==> src/rtl/rxq_pkg.sv <==
package rxq_pkg;
  localparam int NIB_W = 4;
  localparam logic [NIB_W-1:0] FC_CODE = 4'b1110;

  typedef struct packed {
    logic             valid;
    logic [NIB_W-1:0] data;
  } rx_beat_t;
endpackage

==> src/rtl/rxq_blind.sv <==
module rxq_blind #(
  parameter int FAST_BITS = 16,
  parameter int SLOW_BITS = 4,
  parameter int NIB       = 4
) (
  input  logic clk,
  input  logic rst_n,
  input  logic fast,
  input  logic tx_start,
  output logic blinded
);
  localparam int FAST_CYC = FAST_BITS / NIB;
  localparam int SLOW_CYC = SLOW_BITS;
  localparam int MAX_CYC  = (FAST_CYC > SLOW_CYC) ? FAST_CYC : SLOW_CYC;
  localparam int CW       = $clog2(MAX_CYC + 1);
  localparam logic [CW-1:0] FAST_LOAD = CW'(FAST_CYC);
  localparam logic [CW-1:0] SLOW_LOAD = CW'(SLOW_CYC);

  logic [CW-1:0] remain;

  always_ff @(posedge clk or negedge rst_n) begin
    if (!rst_n) begin
      remain <= '0;
    end else if (tx_start) begin
      remain <= fast ? FAST_LOAD : SLOW_LOAD;
    end else if (remain != '0) begin
      remain <= remain - 1'b1;
    end
  end

  assign blinded = (remain != '0);
endmodule

==> src/rtl/rxq_sync.sv <==
module rxq_sync #(
  parameter int STAGES = 2
) (
  input  logic clk,
  input  logic rst_n,
  input  logic d,
  output logic q
);
  logic [STAGES-1:0] stage;

  genvar i;
  generate
    for (i = 0; i < STAGES; i++) begin : g_stage
      if (i == 0) begin : g_first
        always_ff @(posedge clk or negedge rst_n) begin
          if (!rst_n) stage[0] <= 1'b0;
          else        stage[0] <= d;
        end
      end else begin : g_next
        always_ff @(posedge clk or negedge rst_n) begin
          if (!rst_n) stage[i] <= 1'b0;
          else        stage[i] <= stage[i-1];
        end
      end
    end
  endgenerate

  assign q = stage[STAGES-1];
endmodule

==> src/rtl/rxq_fcdet.sv <==
module rxq_fcdet
  import rxq_pkg::*;
(
  input  logic             clk,
  input  logic             rst_n,
  input  logic             fast,
  input  logic             en,
  input  logic             dv,
  input  logic             er,
  input  logic [NIB_W-1:0] d,
  input  logic             blinded,
  output logic             pulse
);
  logic match;
  logic seen;

  assign match = fast && en && !dv && er && (d == FC_CODE);

  always_ff @(posedge clk or negedge rst_n) begin
    if (!rst_n) begin
      seen  <= 1'b0;
      pulse <= 1'b0;
    end else begin
      seen  <= match;
      pulse <= match && !seen && !blinded;
    end
  end
endmodule

==> src/rtl/rx_port_qualifier.sv <==
module rx_port_qualifier
  import rxq_pkg::*;
#(
  parameter int FAST_BLIND_BITS = 16,
  parameter int SLOW_BLIND_BITS = 4,
  parameter int SYNC_STAGES     = 2
) (
  input  logic             clk,
  input  logic             rst_n,
  input  logic             cfg_fast,
  input  logic             cfg_dv_qual,
  input  logic             cfg_fc_en,
  input  logic             tx_start,
  input  logic [NIB_W-1:0] rx_d,
  input  logic             rx_dv,
  input  logic             rx_er,
  input  logic             crs,
  input  logic             col_async,
  output logic             beat_valid,
  output logic [NIB_W-1:0] beat_data,
  output logic             carrier_active,
  output logic             false_carrier,
  output logic             col_sync
);
  logic     blinded;
  logic     crs_eff;
  rx_beat_t nxt;
  rx_beat_t beat_q;
  logic     car_q;

  rxq_blind #(
    .FAST_BITS(FAST_BLIND_BITS),
    .SLOW_BITS(SLOW_BLIND_BITS),
    .NIB      (NIB_W)
  ) u_blind (
    .clk     (clk),
    .rst_n   (rst_n),
    .fast    (cfg_fast),
    .tx_start(tx_start),
    .blinded (blinded)
  );

  rxq_sync #(.STAGES(SYNC_STAGES)) u_colsync (
    .clk  (clk),
    .rst_n(rst_n),
    .d    (col_async),
    .q    (col_sync)
  );

  rxq_fcdet u_fc (
    .clk    (clk),
    .rst_n  (rst_n),
    .fast   (cfg_fast),
    .en     (cfg_fc_en),
    .dv     (rx_dv),
    .er     (rx_er),
    .d      (rx_d),
    .blinded(blinded),
    .pulse  (false_carrier)
  );

  assign crs_eff = crs && !blinded;

  always_comb begin
    if (cfg_fast) begin
      nxt.valid = crs_eff && rx_dv;
      nxt.data  = rx_d;
    end else begin
      nxt.valid = crs_eff && (cfg_dv_qual ? rx_dv : 1'b1);
      nxt.data  = {{(NIB_W-1){1'b0}}, rx_d[0]};
    end
  end

  always_ff @(posedge clk or negedge rst_n) begin
    if (!rst_n) begin
      beat_q <= '0;
      car_q  <= 1'b0;
    end else begin
      beat_q.valid <= nxt.valid;
      if (nxt.valid) beat_q.data <= nxt.data;
      car_q <= crs_eff;
    end
  end

  assign beat_valid     = beat_q.valid;
  assign beat_data      = beat_q.data;
  assign carrier_active = car_q;
endmodule


==> config.mk <==
export PLATFORM = sky130hd
export DESIGN_NAME = rx_port_qualifier
export DESIGN_NICKNAME = d
export VERILOG_FILES = /design/src/rtl/rxq_pkg.sv /design/src/rtl/rxq_blind.sv /design/src/rtl/rxq_sync.sv /design/src/rtl/rxq_fcdet.sv /design/src/rtl/rx_port_qualifier.sv
export SDC_FILE = /design/constraint.sdc
export NUM_CORES = 1
export LEC_CHECK = 0
export BUFFER_PORTS_ARGS = -buffer_cell sky130_fd_sc_hd__buf_2
export CORE_MARGIN = 2
export CORE_UTILIZATION = 40
export DETAILED_ROUTE_END_ITERATION = 10
export PLACE_DENSITY = 0.71
export SYNTH_ARGS = -nofsm -noshare
export SYNTH_HDL_FRONTEND = slang
export SYNTH_HIERARCHICAL = 1
export SYNTH_SLANG_ARGS = --single-unit
==> constraint.sdc <==
create_clock -name clk -period 1.45 [get_ports clk]
set_clock_uncertainty 0.05 [all_clocks]
set_input_delay 0.435 -clock clk [delete_from_list [all_inputs] [get_ports clk]]
set_output_delay 0.435 -clock clk [all_outputs]
set_load 0.02 [all_outputs]
== After elaboration in Yosys (flattened, before gate mapping) ==
Cells that the tools add are included.
Widths: inputs -> output; s select.

* Register bits after elaboration: 13
* Latch bits: 0
* Bits in writable memories: 0
* Memory bits (read-only): 0
* Input port bits: 14
* Output and inout port bits: 8
* Word-level logic and storage cells: 28
* Memories: 0

* $add $sub $neg: 1
* Multiply operators: 0
* Div/mod/pow operators: 0
* Magnitude comparators: 0
* Eq/ne operators: 1
* Shift operators: 0
* Mux-type cells: 4
* Bitwise logic cells: 0
* Reductions and logical operators: 14

{| class="wikitable"
|+ Operators by type and width
! cell !! number
|-
| $logic_and 1x1->1 || 9
|-
| $mux 3 || 2
|-
| $mux 5 || 1
|-
| $eq 4x4->1 const B || 1
|-
| $logic_not 1->1 || 3
|-
| $reduce_bool 3->1 || 1
|-
| $sub 3x1->3 const B || 1
|-
| $reduce_bool 2->1 || 1
|-
| $mux 1 || 1
|}

== Longest topological paths before layout ==
* Word-level depth: 6
* Gate-level depth with buffers: 7
* Gate-level depth less buffers: 7

== Hierarchy ==
Netlist, hierarchy kept.

{| class="wikitable"
|+ Modules (own cells, without submodules)
! module !! times used !! cells an instance !! area an instance (um^2) !! seq. area each (um^2)
|-
| rx_port_qualifier || 1 || 26 || 289.0 || 150.1
|-
| rxq_blind || 1 || 16 || 177.7 || 75.1
|-
| rxq_fcdet || 1 || 6 || 98.8 || 50.0
|-
| rxq_sync || 1 || 2 || 50.0 || 50.0
|}

== Worst setup path before layout ==
No wires, ideal clock.

* Kind: reg2reg
* From: register u_blind.remain[0]
* To: register beat_q (netlist bit beat_data[0])
* Library setup time: 0.125 ns
* Arrival time: 1.353 ns
* Data required time: 1.275 ns
* Slack: -0.078 ns
* Stages on the path, launching flop included: 8
* Path buffers: 0
* Period minus slack after synthesis: 1.528 ns
* Cells stage by stage: dfrtp_1 > inv_1 > ha_1 > nand2b_4 > nand2b_4 > inv_1 > o21a_4 > mux2_4

{| class="wikitable"
|+ RTL lines
! element !! RTL line !! source
|-
| start: declaration || rxq_blind.sv:19 || <nowiki>logic [CW-1:0] remain;</nowiki>
|-
| start signal: assignment || rxq_blind.sv:25 || <nowiki>remain <= fast ? FAST_LOAD : SLOW_LOAD;</nowiki>
|-
| start signal: assignment || rxq_blind.sv:27 || <nowiki>remain <= remain - 1'b1;</nowiki>
|-
| end: declaration || rx_port_qualifier.sv:28 || <nowiki>rx_beat_t beat_q;</nowiki>
|}

==> metrics.yaml <==
end_kind: "flip-flop"
arrival_ns: 1.57
clock.fmax_mhz: 685
syn-num-nets: 66
first_iter_violations: 5
antenna_found_initial: 0
tightest_slew_ns: 0.286
avgSynthCellArea_um2: 12.3
grt_pass1_vias: 454
die_h_um: 43.2
rows: 14
post-dp-hpwl_um: 873
utilization_pct: 57.1
ys_ff_latch: 13
vias: 478
p_total_mw: 1.40
crit_family: "flip-flops"
tritoncts: "yes"
insertedDiodeCount: 0
maxCapViolations: 0
status: "complete, but fails checks"
first_pass_iters: 4
rsz0062_at_grt: "true"
clock_latency_ns: 0.27
setup_ws_ns: -0.0101
synthCells: 50
numClockSinks: 13
cp.buffers_inverters: 2
drc: 0
io_buffer_count: 21
grt_max_degree: 14
relSlewSlack_pct: 80.9
grt_pass1_wl_mm: 1.93
start_kind: "flip-flop"
worstPathCellList: "inv_2 > ha_4 > nand2b_4 > nand2b_4 > inv_4 > o21a_4 > mux2_4"
coreArea_mm2: 0.00147
crit_end: "beat_data[0]"
crit_type: "flip-flop to flip-flop"
avgViaCountPerCell: 4.83
cpMostUsedCell: "nand2b_4"
setup_tns_ns: -0.0101
crit_required_ns: 1.56
fin_crit_sh_pct: 101
wl_met2_um: 566
r2r_start: "u_blind/remain[0]"
track_usage_pct: 14.0
topRoutingLayerUsed: "met4"
clkTransAtPathRegs_ns: 0.08
totalWireLength_mm: 1.21
cts_inserted_buffers: 3
wire_per_inst_um: 12.2
synthToLayoutAreaGrowth_pct: 36.6
cts_buffer_depth: 2
root_buffer: "clkbuf_4"
min_path_type: "input port to flip-flop"
gp_congestion: 0.752
yosysSeqAreaShare_pct: 52.8
dieWidth_um: 43.2
cpPeakStageDelay_ns: 0.40
crit_fanout: 3
pre_cts_ws_ns: 0.00458
ioPinCount: 22
wl_met3_um: 49
wl_met1_um: 564
drv_slew: 0
setup_viol: 1
start_util_pct: 41.8
netlist_area_um2: 616
slowest_stage: "dfrtp_1"
fin_hold_ws_ns: 0.222
period_needed_ns: 1.46
leakage_nw: 0.453
finalHoldViolCount: 0
fp.dieArea_mm2: 0.00187
nets: 100
synth_cell_types: 21
ant_nets: 0
reg2reg_depth: 7
startpoint: "u_blind/remain[0]"
vdd_drop_max_mv: 0.801
path_depth: 7
violations: "negative setup slack"
drive_above_1_share_pct: 51.8
htree_levels: 1
rrSetupSlack_ns: -0.01
grt-ovfl-total: 0
powerDensity_mw_per_mm2: 1660
yosys_warnings: 6
r2r-end: "beat_data[0]"
worst register-to-register path: stages, from the launching register on:
cell,delay (ns)
dfrtp_1,0.40
inv_2,0.09
ha_4,0.15
nand2b_4,0.05
nand2b_4,0.15
inv_4,0.06
o21a_4,0.12
mux2_4,0.29
flip-flops by register name, summed over array words and instances, names as in the netlist:
name and cells:
beat_data 4, beat_valid 1, carrier_active 1, u_blind/remain 3, u_colsync/q 1, u_colsync/stage 1
u_fc/pulse 1, u_fc/seen 1
synthesized netlist by cell type:
library cell | n | area, um2
buf_6 | 1 | 11.3
nand4b_4 | 1 | 23.8
a211o_1 | 1 | 8.76
o21ai_1 | 1 | 5.00
nand4b_1 | 1 | 8.76
nor2b_1 | 1 | 6.26
nor4_2 | 1 | 12.5
o21a_4 | 1 | 15.0
ha_1 | 2 | 25.0
mux2_2 | 1 | 11.3
a22o_1 | 3 | 26.3
mux2_4 | 1 | 15.0
dfrtp_1 | 13 | 325
a211oi_1 | 1 | 7.51
nand2_1 | 3 | 11.3
nand2b_4 | 2 | 27.5
and2b_1 | 1 | 7.51
nor2_1 | 4 | 15.0
nor3b_1 | 1 | 7.51
inv_1 | 7 | 26.3
o22ai_1 | 3 | 18.8
stage by stage:
stage,area (um2),std cells
2_1_floorplan,628,50
3_3_place_gp,757,88
3_5_place_dp,757,88
4_1_cts,823,97
5_1_grt,841,99
6_report,841,99
cell usage in the layout, fill, tap and decap left out, types with 3 or more instances in the layout:
cell / Yosys / final
a22o_1: 3 / 3
buf_2: 0 / 21
buf_4: 0 / 8
clkbuf_4: 0 / 3
dfrtp_1: 13 / 13
inv_1: 7 / 4
nand2_1: 3 / 3
nor2_1: 4 / 4
o22ai_1: 3 / 3
final cells by class:
class	count	area [um2]
Fill cell	149	631
Sequential cell	13	325
Multi-Input combinational cell	29	265
Timing Repair Buffer	30	175
Inverter	7	28.8
Clock buffer	4	26.3
Tap cell	16	20.0
routing by layer:
layer,vias up,track usage [%]
li1,237,-
met1,226,18.8
met2,11,20.0
met3,4,2.98
met4,0,9.09
met5,-,0
worst min-delay path by stage:
| stage | slack [ns] | from | end | depth (start not counted) |
|---|---|---|---|---|
| after global placement | 0.28 | rst_n | beat_data[2] | 1 |
| after floorplan | 0.09 | rst_n | beat_data[0] | 0 |
| after detailed placement | 0.29 | rst_n | beat_data[1] | 1 |
| final | 0.22 | col_async | u_colsync/stage[0] | 1 |
| after CTS | 0.22 | col_async | u_colsync/stage[0] | 1 |
| after global routing | 0.21 | col_async | u_colsync/stage[0] | 1 |
kinds of logic (layout without fill, tap and decap cells):
group                    after synthesis  count (layout)  share of synthesized area (%)
buffers and inverters                  8              41                           6.10
AND/OR/NAND/NOR                       15              15                           19.5
multiplexers                           2               2                           4.27
AO/OA/AOI/OAI                         10              10                           13.2
flip-flops                            13              13                           52.8
adder cells (fa/ha/maj)                2               2                           4.06
where the power goes:
part	internal [mW]	total (mW)	leakage (nW)	switching [mW]
Clock	0.106	0.223	0.0150	0.117
Sequential	0.461	0.531	0.156	0.0695
Combinational	0.347	0.644	0.282	0.297
what timing repair did:
item | 4_1_cts | 5_1_grt
buffers inserted | 4 | 2
hold buffers | 1 | 0
endpoints found under the hold margin | 13 | 0
setup endpoints to repair | 1 | 3
pin swaps | 1 | 0
gates resized for setup | 0 | 1
Power figures use the tool's default switching activity.
